[src/rtl/wide_reg_bridge.sv]
module wide_reg_bridge #(
  parameter int AW = 6,
  parameter logic [30:0] BANK_BASE = 31'h0007_0000,
  parameter int BANK_REGS = 10,
  localparam int IW = (BANK_REGS > 1) ? $clog2(BANK_REGS) : 1
) (
  input  logic          clk,
  input  logic          rst_n,
  input  logic          hst_wr,
  input  logic [AW-1:0] hst_addr,
  input  logic [31:0]   hst_wdata,
  output logic [31:0]   hst_rdata,
  output logic          irq,
  output logic          bk_wr,
  output logic          bk_rd,
  output logic [IW-1:0] bk_idx,
  output logic [63:0]   bk_wdata,
  input  logic [63:0]   bk_rdata
);

  localparam logic [AW-1:0] A_HI  = AW'(8'h00);
  localparam logic [AW-1:0] A_LO  = AW'(8'h04);
  localparam logic [AW-1:0] A_CMD = AW'(8'h08);
  localparam logic [AW-1:0] A_RST = AW'(8'h18);
  localparam logic [AW-1:0] A_STS = AW'(8'h1C);
  localparam logic [AW-1:0] A_IEN = AW'(8'h20);

  logic [31:0]   dh_q, dl_q, cmd_q;
  logic          pend_q, dir_q, err_q, ien_q;
  logic [IW-1:0] idx_q;

  wire wr_hi  = hst_wr && (hst_addr == A_HI);
  wire wr_lo  = hst_wr && (hst_addr == A_LO);
  wire wr_cmd = hst_wr && (hst_addr == A_CMD);
  wire wr_rst = hst_wr && (hst_addr == A_RST);
  wire wr_ien = hst_wr && (hst_addr == A_IEN);

  wire [30:0] off = hst_wdata[30:0] - BANK_BASE;
  wire        hit = (hst_wdata[30:0] >= BANK_BASE) && (off < 31'(BANK_REGS));
  wire        go  = pend_q && !wr_rst;

  assign bk_wr    = go && dir_q;
  assign bk_rd    = go && !dir_q;
  assign bk_idx   = idx_q;
  assign bk_wdata = {dh_q, dl_q};
  assign irq      = ien_q && err_q;

  always_ff @(posedge clk) begin
    if (!rst_n) begin
      pend_q <= 1'b0;
      dir_q  <= 1'b0;
      err_q  <= 1'b0;
      ien_q  <= 1'b0;
      idx_q  <= '0;
      cmd_q  <= '0;
    end else begin
      if (wr_ien) ien_q <= hst_wdata[0];
      if (wr_rst) begin
        err_q  <= 1'b0;
        pend_q <= 1'b0;
      end else if (wr_cmd) begin
        cmd_q  <= hst_wdata;
        pend_q <= hit;
        dir_q  <= hst_wdata[31];
        idx_q  <= off[IW-1:0];
        if (!hit) err_q <= 1'b1;
      end else begin
        pend_q <= 1'b0;
      end
    end
  end

  always_ff @(posedge clk) begin
    if (!rst_n) begin
      dh_q <= '0;
      dl_q <= '0;
    end else if (bk_rd) begin
      dh_q <= bk_rdata[63:32];
      dl_q <= bk_rdata[31:0];
    end else begin
      if (wr_hi) dh_q <= hst_wdata;
      if (wr_lo) dl_q <= hst_wdata;
    end
  end

  always_comb begin
    case (hst_addr)
      A_HI:    hst_rdata = dh_q;
      A_LO:    hst_rdata = dl_q;
      A_CMD:   hst_rdata = cmd_q;
      A_STS:   hst_rdata = {err_q, 31'b0};
      A_IEN:   hst_rdata = {31'b0, ien_q};
      default: hst_rdata = '0;
    endcase
  end

endmodule

[config.mk]
export PLATFORM = sky130hd
export DESIGN_NAME = wide_reg_bridge
export DESIGN_NICKNAME = d
export VERILOG_FILES = /design/src/rtl/wide_reg_bridge.sv
export SDC_FILE = /design/constraint.sdc
export NUM_CORES = 1
export LEC_CHECK = 0
export ABC_AREA = 1
export BUFFER_PORTS_ARGS = -buffer_cell sky130_fd_sc_hd__buf_2
export CAP_MARGIN = 20
export CORE_ASPECT_RATIO = 1.25
export CORE_UTILIZATION = 52
export CTS_CLUSTER_DIAMETER = 30
export DETAILED_ROUTE_END_ITERATION = 8
export GPL_TIMING_DRIVEN = 0
export HOLD_SLACK_MARGIN = 0.05
export PLACE_DENSITY = 0.83
export REMOVE_ABC_BUFFERS = 1
export SYNTH_ARGS = -nofsm -noshare
export SYNTH_HDL_FRONTEND = slang
export SYNTH_SLANG_ARGS = --single-unit
[constraint.sdc]
create_clock -name clk -period 3.25 [get_ports clk]
set_input_delay 0.4875 -clock clk [delete_from_list [all_inputs] [get_ports clk]]
set_output_delay 0.4875 -clock clk [all_outputs]
set_load 0.03 [all_outputs]
## Word-level counts from Yosys, hierarchy flattened

Index checks and enable logic that the tools add are counted.

| storage, ports and cells | value |
|---|---|
| register bits | 104 |
| input bits | 105 |
| logic and storage cells | 44 |

| cells by class | value |
|---|---|
| add/subtract/negate cells | 1 |
| $lt $le $gt $ge | 2 |
| eq/ne operators | 5 |
| mux-type cells | 5 |
| bitwise operators | 4 |
| reductions and logical operators | 19 |

Operators by type and width:

| kind | number |
|---|---|
| case mux 32 bit (5 select lines) | 1 |
| two-way mux 32 bit | 4 |
| greater-or-equal comparator 31 x 19 -> 1 bit (second input constant) | 1 |
| less-than comparator 31 x 4 -> 1 bit (second input constant) | 1 |
| subtractor 31 x 19 -> 31 bit (second input constant) | 1 |
| == test 6 x 5 -> 1 bit (second input constant) | 2 |
| logical AND 1 bit | 10 |
| == test 6 x 3 -> 1 bit (second input constant) | 1 |
| == test 6 x 4 -> 1 bit (second input constant) | 1 |
| == test 6 bit (second input constant) | 1 |
| logical NOT 6 bit | 1 |
| inverter 1 bit | 4 |
| AND reduction 2 bit | 2 |
| nonzero test 2 bit | 2 |
| OR reduction 3 bit | 1 |
| logical NOT 1 bit | 2 |
| OR reduction 2 bit | 1 |

## Longest topological paths before layout

| logic depth | value |
|---|---|
| depth in word-level cells | 6 |
| depth in mapped cells | 11 |
| gate-level depth less buffers | 11 |

## Least setup slack after synthesis

Ideal clock, no wire load.

| timing | value |
|---|---|
| kind | input -> output |
| start | in hst_addr[1] |
| end | out hst_rdata[31] |
| arrival | 1.602 ns |
| required time | 2.762 ns |
| path slack | 1.160 ns |
| stages | 5 |
| path buffers | 0 |
| path through | nor2_2 inv_2 nor3_2 nand2_1 o21ai_0 |

| on the way | value |
|---|---|
| cells in the longest elaborated chain, start to end | 2 |

RTL lines:

| what | line | text |
|---|---|---|
| from (decl) | 10 | `input logic [AW-1:0] hst_addr,` |
| == test 6 bit (tied with other cells) | 87 | `case (hst_addr)` |
| case mux 32 bit (5 select lines) * | 87 |  |
| to (decl) | 12 | `output logic [31:0] hst_rdata,` |

Mark *: on every way between the ends. The rest lies on a longest branch, timed or not.

## Worst setup path in the final report

| timing | value |
|---|---|
| start | in hst_addr[3] |
| end | out bk_rd |

| on the way | value |
|---|---|
| cells in the longest elaborated chain, start to end | 5 |

RTL lines:

| what | line | text |
|---|---|---|
| == test 6 x 5 -> 1 bit | 35 | `wire wr_rst = hst_wr && (hst_addr == A_RST);` |
| logical AND 1 bit | 35 |  |
| logical NOT 1 bit | 40 | `wire go = pend_q && !wr_rst;` |
| logical AND 1 bit | 40 |  |
| logical AND 1 bit | 43 | `assign bk_rd = go && !dir_q;` |
| to (decl) | 15 | `output logic bk_rd,` |

Every way passes these cells.

==> results by group <==
Status
  • Status: completed

STA
  • Min Tclk post-route: approximately 3.1 ns
  • RSZ-0062 raised after global routing: false
  • Fin crit share: 94.67%
  • Final setup viols: 0
  • TNS Setup: 0 ns
  • Peak Freq: ~320 MHz
  • Worst setup margin: about 0.17 ns
  • Min Hold Slack: 0.3920 ns
  • Final Max Tran Viols: 0
  • Relative slew slack: a little under a third
  • Setup Skew: approximately 0.0081 ns
  • Worst Tran Pin Value: about 1.0 ns
  • Final Hold Viols: 0

Critical path
  • Critical-path maximum fanout: 43
  • R2r startpoint: cmd_q[31]
  • Critical Path Sink Type: output pin
  • Critical Path RT: between 2 and 3 ns
  • Critical Path Start Type: input port
  • Data arrival, critical path: between 2 and 3 ns
  • Kind of critical path: in -> out
  • Worst setup path startpoint: hst_addr[3]

Drt
  • Residual DRC count: 0
  • Vias per Instance: 5.617
  • Drt first pass iters: 6
  • Routed WL: around 16000 um
  • Vias: roughly 5900
  • Starting DRT DRC Count: roughly 360
  • WL per Instance: around 15 um
  • Antenna Nets Post-Route: 0

Power and ir drop
  • Total power: 0.002516 W
  • PwrDens: 398.3 mW/mm2
  • Leakage: 3.073 nW
  • VDD IR-drop max: ~0.26 mV

Floorplanning
  • Io pins: around 210
  • Die ar.: between 0.009 and 0.01 mm2
  • Starting Density: between 50% and 60%
  • Die Y: between 100 and 150 um
  • Row Count: 39
  • Die W: a little under 90 um
  • Core Footprint: 0.009174 mm2

CTS
  • Clock root buffer: clkbuf_16
  • Worst-skew pair later-pin latency: roughly 0.34 ns
  • CTS tree: yes
  • Num CTS Buffers: 9
  • H-tree Lvls: 3
  • Clk pin slew, worst setup/hold paths: 0.07 ns
  • TritonCTS Sinks: around 100
  • CTS Buffer Depth: 2

Layout
  • Layout Utilization: 68.86%
  • Layout area overhead: 28.57%
  • Nets: 1028
  • Layout fillers: between 800 and 900
  • Ant diodes: 0
  • Layout cells sized above 1: 26.21%

Global routing
  • Global route overflow: 0
  • Largest net degree at the start of global routing: 51
  • Gr usage total: about 33%
  • First-pass GRT wire length: ~26000 um
  • Initial antenna violation count: 0
  • Vias in the first global route: between 5000 and 6000

Yosys
  • Yosys reg bits: approximately 100
  • Sequential area share after synthesis: about two fifths
  • Ys Warns: 0
  • Mapped Area: between 0.004 and 0.005 mm2
  • Mapped Cells: ~750
  • Synth cell types: 23
  • Synth Area per Inst: 6.543 um2

Hold path
  • Hold crit path type: in -> reg
  • Hold Startpoint: bk_rdata[12]

Placed design
  • Input/output buffers: a little over 200
  • Placer congestion estimate: between 0.8 and 0.9
  • DPL Wire Length: 10600 um
  • Pre-CTS setup slack: -0.3763 ns

Job
  • Max_cap viols: 0
## layout make-up
class / instances / area, um2 / share of cell area [%]
multi-input cells: 564 / 2549 / 40.34
clock inverters: 5 / 58.81 / 0.9309
inverters: 33 / 125.1 / 1.981
clock buffers: 11 / 252.7 / 4.001
flip-flops and latches: 99 / 1982 / 31.37
well taps: 123 / 153.9 / 2.436
repair buffers: 215 / 1196 / 18.93
## cell usage in the layout (no fill, tap or decap), drive strengths merged
cell	Yosys	routed
clkinvlp	0	2
a221oi	1	1
clkinv	0	2
inv	33	33
bufinv	0	1
nor4	1	1
nand2	198	198
clkbuf	25	11
nor2	66	67
nor3	4	4
nand3	40	40
ha	1	1
o21ai	164	164
nand4	6	6
dfxtp	99	99
buf	31	215
a21oi	82	82
## through the flow
stage	instances	area, um2
floorplan	695	4638
global placement	1025	5828
detailed placement	1032	5981
CTS	1049	6301
global route	1050	6317
finish	1050	6317
## metal layers
layer  GRT usage, %  wire length (um)  share of wire (%)  vias up
li1               -                 -                  -     2836
met5              0                 0                  0        -
met2          57.33              7996                 50      308
met3          4.095              1265                7.9       52
met4          14.60               543                3.4        0
met1          40.08              6296                 39     2702
## flip-flops by register name, indices dropped and copies added (netlist names)
| signal | cells |
|---|---|
| dl_q | 32 |
| ien_q | 1 |
| cmd_q | 32 |
| pend_q | 1 |
| dh_q | 32 |
| err_q | 1 |
## synth_stat cells
library cell / count / area (um2)
nand2_1: 198 / 743.2
o21ai_0: 144 / 720.7
dfxtp_1: 99 / 1982
a21oi_1: 82 / 410.4
nor2_1: 64 / 240.2
nand3_1: 38 / 190.2
inv_1: 30 / 112.6
clkbuf_1: 25 / 93.84
o21ai_1: 20 / 100.1
buf_2: 19 / 95.09
buf_4: 7 / 52.55
nand4_1: 6 / 37.54
buf_1: 3 / 11.26
inv_2: 3 / 11.26
nor3_1: 3 / 15.01
buf_6: 2 / 22.52
nand3_2: 2 / 20.02
a221oi_1: 1 / 8.760
ha_1: 1 / 12.51
nor2_2: 1 / 6.260
nor2_4: 1 / 11.26
nor3_2: 1 / 10.01
nor4_1: 1 / 6.260
## report_power, final
group / switching [W] / internal (W)
clock: 0.000465 / 0.000640
sequential: 0.00000563 / 0.00122
combinational: 0.000113 / 0.0000712
## worst paths after layout
kind              end  slack (ns)  depth (start not counted)
max             bk_rd        0.17                          9
min          dl_q[12]        0.39                          3
max reg2reg  dh_q[10]        0.91                          7
min reg2reg     ien_q        0.49                          2
## critical path, cell delays in order
cell	delay, ns
buf_2	0.10
inv_1	0.09
nor3_2	0.07
nand3_2	0.09
nand3_2	0.42
buf_12	0.37
inv_2	0.43
buf_12	0.27
buf_2	0.23
## repair_timing
action | 4_1_cts | 5_1_grt
hold buffers | 0 | 0
setup buffers | 0 | 0
gates resized for setup | 1 | 1
pin swaps | 1 | 0
gates cloned | 1 | 0
endpoints found under the setup margin | 18 | 1
## cells by family (layout without fill, tap and decap cells)
kind of cell             count (synthesis)  in the layout  synth area share, %
AO/OA/AOI/OAI                          247            247                25.24
adder cells (fa/ha/maj)                  1              1               0.2546
buffers and inverters                   89            264                8.123
flip-flops                              99             99                40.34
AND/OR/NAND/NOR                        315            316                26.05
Note: power is estimated with default switching activity, not from simulation.
